File: src/rtl/sync_burst_sram.sv
module sync_burst_sram #(
  parameter int AW     = 6,
  parameter int LANES  = 4,
  parameter int LANE_W = 9
) (
  input  logic                    clk,
  input  logic                    rst_n,
  input  logic                    cs0_n,
  input  logic                    cs1_n,
  input  logic                    cs2_n,
  input  logic                    ads_proc_n,
  input  logic                    ads_ctrl_n,
  input  logic                    adv_n,
  input  logic                    mode,
  input  logic                    gw_n,
  input  logic                    bwe_n,
  input  logic [LANES-1:0]        bw_n,
  input  logic [AW-1:0]           addr,
  input  logic [LANES*LANE_W-1:0] din,
  output logic [LANES*LANE_W-1:0] dout,
  output logic                    dout_vld
);
  localparam int DW    = LANES * LANE_W;
  localparam int DEPTH = 1 << AW;

  logic [DW-1:0]    mem [DEPTH];
  logic             sel_r;
  logic             mode_r;
  logic [AW-1:0]    base_r;
  logic [1:0]       cnt_r;
  logic [LANES-1:0] wm_r;
  logic [DW-1:0]    wd_r;

  logic             sel_in;
  logic             strobe;
  logic [LANES-1:0] wm_in;
  logic [1:0]       lo;
  logic [AW-1:0]    cur_addr;
  logic             rd_ok;

  assign sel_in = !cs0_n && !cs1_n && !cs2_n;
  assign strobe = !ads_proc_n || !ads_ctrl_n;

  always_comb begin
    if (!sel_in || !ads_proc_n) wm_in = '0;
    else if (!gw_n)             wm_in = '1;
    else if (!bwe_n)            wm_in = ~bw_n;
    else                        wm_in = '0;
  end

  assign lo       = mode_r ? (base_r[1:0] ^ cnt_r) : (base_r[1:0] + cnt_r);
  assign cur_addr = {base_r[AW-1:2], lo};

  always_ff @(posedge clk) begin
    if (!rst_n) begin
      sel_r  <= 1'b0;
      mode_r <= 1'b0;
      base_r <= '0;
      cnt_r  <= '0;
      wm_r   <= '0;
      wd_r   <= '0;
    end else begin
      sel_r  <= sel_in;
      mode_r <= mode;
      wm_r   <= wm_in;
      wd_r   <= din;
      if (sel_in) begin
        if (strobe) begin
          base_r <= addr;
          cnt_r  <= '0;
        end else if (!adv_n) begin
          cnt_r  <= cnt_r + 2'd1;
        end
      end
    end
  end

  always_ff @(posedge clk) begin
    for (int k = 0; k < LANES; k++) begin
      if (wm_r[k]) mem[cur_addr][k*LANE_W +: LANE_W] <= wd_r[k*LANE_W +: LANE_W];
    end
  end

  assign rd_ok    = sel_r && (wm_r == '0);
  assign dout_vld = rd_ok;
  assign dout     = rd_ok ? mem[cur_addr] : '0;
endmodule

File: config.mk
export PLATFORM = sky130hd
export DESIGN_NAME = sync_burst_sram
export DESIGN_NICKNAME = d
export VERILOG_FILES = /design/src/rtl/sync_burst_sram.sv
export SDC_FILE = /design/constraint.sdc
export NUM_CORES = 2
export LEC_CHECK = 0
export BUFFER_PORTS_ARGS = -buffer_cell sky130_fd_sc_hd__buf_2
export CAP_MARGIN = 20
export CORE_ASPECT_RATIO = 2
export CORE_MARGIN = 3
export CORE_UTILIZATION = 30
export DETAILED_ROUTE_END_ITERATION = 8
export HOLD_SLACK_MARGIN = 0.15
export SLEW_MARGIN = 20
export SYNTH_ARGS = -nofsm -noshare
export SYNTH_HDL_FRONTEND = slang
export SYNTH_SLANG_ARGS = --single-unit
File: constraint.sdc
create_clock -name clk -period 4.95 [get_ports clk]
set_input_delay 0.7425 -clock clk [delete_from_list [all_inputs] [get_ports clk]]
set_output_delay 0.7425 -clock clk [all_outputs]
set_load 0.02 [all_outputs]
==> impl_metrics.tcl <==
set metrics [dict create \
    final_core_util 0.3521 \
    endpoint_kind "output port" \
    rrSetupSlack_ns 0.96 \
    setup-violations-final 0 \
    startpoint_type "flip-flop" \
    htreeDepth 4 \
    placed_cell_area_um2 97870 \
    maxCapViolCount 0 \
    globalRouteMet1Util 0.1792 \
    drt_pass1_iterations 6 \
    grt_pass1_wl_mm 389.7 \
    clk_latency_ns 0.87 \
    synthCells 5449 \
    met2_usage 0.3231 \
    final_max_slew_viol_count 0 \
    boundaryPins 94 \
    ir_drop_mv 0.2448 \
    syn-num-nets 5507 \
    p_leak_nw 33.00 \
    top_usage_layer "met2" \
    drcViolationCount 0 \
    avgViaCountPerCell 5.183 \
    power.density_nw_per_um2 363.5 \
    worst_slew_pin_slew_ns 1.187 \
    die_h_um 785.0 \
    relSlewSlack 0.2028 \
    vias 51678 \
    grt_max_degree 85 \
    avgRoutedWirePerCell_um 27.87 \
    hold_viol_final 0 \
    drt_iter0_drc 5112 \
    antenna_found_initial 13 \
    area_growth_pct 16.69 \
    design.core.area_um2 301700 \
    dp_hpwl_mm 180.3 \
    ys_types 48 \
    async_flop_share 0 \
    die_w_um 395.5 \
    gp_routability_congestion 0.8788 \
    fin_crit_sh 0.9902 \
    initial_core_util 0.3017 \
    slowest_stage "a31oi_1" \
    required_ns 4.21 \
    cts_tree "done" \
    instances_no_fill 9970 \
    grt_use_met3 0.01925 \
    clock_path_buffers 4 \
    place_inst 9527 \
    finalClockSkew_ns 0.04604 \
    arrival_ns 4.16 \
    num_rows 285 \
    routed_wl_mm 277.9 \
    ys.flop_type "edfxtp_1" \
    crit_chain "ha_4, nor2b_4, xnor2_4, buf_12, buf_16, buf_16, buf_6, nand2_1, a31oi_1, nand4_1, nor4_4, buf_4, buf_4" \
    ys_seq_area_frac 0.7711 \
    clkSinkCount 2354 \
    grtUsageTotal 0.1732 \
    cts_buffers 189 \
    cts.clk_slew.worst_paths_ns 0.07 \
    drive_above_1_share 0.2026 \
    path_max_fanout 13 \
    grt_pass1_vias 52896 \
    portBuffers 93 \
    die_area_um2 310500 \
    cts_root_buffer "clkbuf_16" \
    synth.cell_area_um2 91020 \
    grt-ovfl-total 0 \
    power_mw 38.61 \
    cpPeakStageDelay_ns 0.49 \
    outcome "finished, final reports clean" \
    synth-edff-count 2304 \
    avgSynthCellArea_um2 16.70 \
    hp-class "in2reg" \
    design_area_um2 106200 \
    nFillCells 28456 \
    ys_warn_count 0 \
    final_nets 5864 \
    min_period_ns 4.901 \
    ys_ff_latch 2354 \
    worstSetupPathType "reg2out" \
    max_freq_mhz 204.0 \
    ant_nets 0 \
]
## registers in the layout, indices dropped and copies added (netlist names)
signal and flops:
mem 2304, base_r 6, wm_r 4, sel_r 1, mode_r 1, cnt_r 2, wd_r 36
## final timing paths
kind                  start           to  depth (start not counted)
setup / recovery  base_r[0]     dout[22]                         13
hold reg to reg    cnt_r[0]     cnt_r[0]                          1
hold / removal       din[6]      wd_r[6]                          2
setup reg to reg  base_r[0]  mem[50][18]                          9
## worst max-delay path, delay by kind of cell, from the launching register on
kind | cells | cell delay, ns
and+or+nand+nor | 4 | 1.14
buffers and inverters | 6 | 0.98
AOI/OAI and AO/OA | 1 | 0.49
DFF | 1 | 0.36
xor gates and xnor gates | 1 | 0.15
adders and majority gates | 1 | 0.13
## area by class of cell
type,count,area [um^2],area share
antenna,4,10.01,0.00009424
clock buffer,228,5002,0.04710
clock inverter,105,984.7,0.009271
inverter,4,17.52,0.0001649
multi-input combinational,2746,20000,0.1883
sequential,2354,70250,0.6614
tap,4018,5027,0.04733
timing repair buffer,511,4922,0.04634
## synthesized netlist by cell type, drive strengths merged (3+ instances only)
cell	n	area, um^2
edfxtp	2304	69190
nand2	712	2673
nor2	338	1269
mux2i	248	2482
buf	193	1008
mux4	185	4167
clkbuf	152	570.6
mux2	128	1441
a31oi	121	757.0
nand3	118	590.6
o22ai	113	706.9
a21oi	109	545.5
o221ai	93	814.5
o21ai	88	440.4
nor3	87	435.4
nand4	68	425.4
or3	58	362.9
a32oi	54	473.0
and2	50	312.8
dfxtp	50	1001
nor4	36	225.2
a22oi	26	195.2
o31ai	26	195.2
a22o	25	219.0
a2111oi	10	87.58
and3	10	62.56
nor2b	10	62.56
or4	7	52.55
a211oi	4	30.03
nand2b	4	25.02
o2111ai	4	35.03
a311oi	3	26.28
inv	3	11.26
## layer usage
layer / share of wire / vias up
met2: 0.54 / 2072
li1: - / 22075
met5: 0.00010 / -
met1: 0.33 / 26834
met4: 0.082 / 4
met3: 0.050 / 693
## cell families (layout without fill, tap and decap cells)
| group | Yosys count | after routing | synth area share |
|---|---|---|---|
| flops | 2354 | 2354 | 0.7711 |
| simple gates | 1501 | 1501 | 0.07167 |
| compound gates | 680 | 680 | 0.05011 |
| mux | 561 | 561 | 0.08888 |
| buf+inv | 349 | 848 | 0.01751 |
| xor+xnor | 3 | 3 | 0.0005774 |
| fa+ha+maj | 1 | 1 | 0.0001374 |
| other cells | 0 | 4 | 0 |
## timing repair
action                                  CTS  global route
endpoints found under the setup margin   36            28
cloned                                   12             9
hold buffers                             34             0
setup buffers                            20            31
pin swaps                                28            21
resized for setup                       129            51
hold endpoints to repair                 36             0
## per-stage QoR
stage	setup WS, ns	TNS, ns	hold WS [ns]
CTS	-0.02483	-0.04780	0.2143
floorplan	1.290	0	0.4672
finish	0.04854	0	0.2149
global route	-0.006264	-0.006264	0.2526
global placement	-0.2734	-0.4744	0.5048
detailed placement	-0.2467	-0.4510	0.5170
## cell usage in the layout, fill, tap and decap left out, drive strengths merged, types with 10 or more instances in the layout
cell type and count:
mux2 128, nor4 36, and2 50, nor2 338, a31oi 121, clkbuf 237
edfxtp 2304, or3 58, a21oi 109, bufinv 17, clkinv 76, bufbuf 10
nand3 118, dlygate4sd3 34, nor3 87, mux2i 248, a22oi 26, a32oi 54
o221ai 93, nand2 712, o22ai 113, nor2b 10, o31ai 26, buf 458
a22o 25, mux4 185, o21ai 88, a2111oi 10, dfxtp 50, and3 10
nand4 68
## where the power goes
part / internal (mW) / total [mW] / switching, mW
Clock: 8.11 / 15.2 / 7.07
Sequential: 21.9 / 21.9 / 0.0427
Combinational: 0.479 / 1.52 / 1.04
Total: 30.5 / 38.6 / 8.15
No activity file was read; power rests on OpenSTA's default activity.
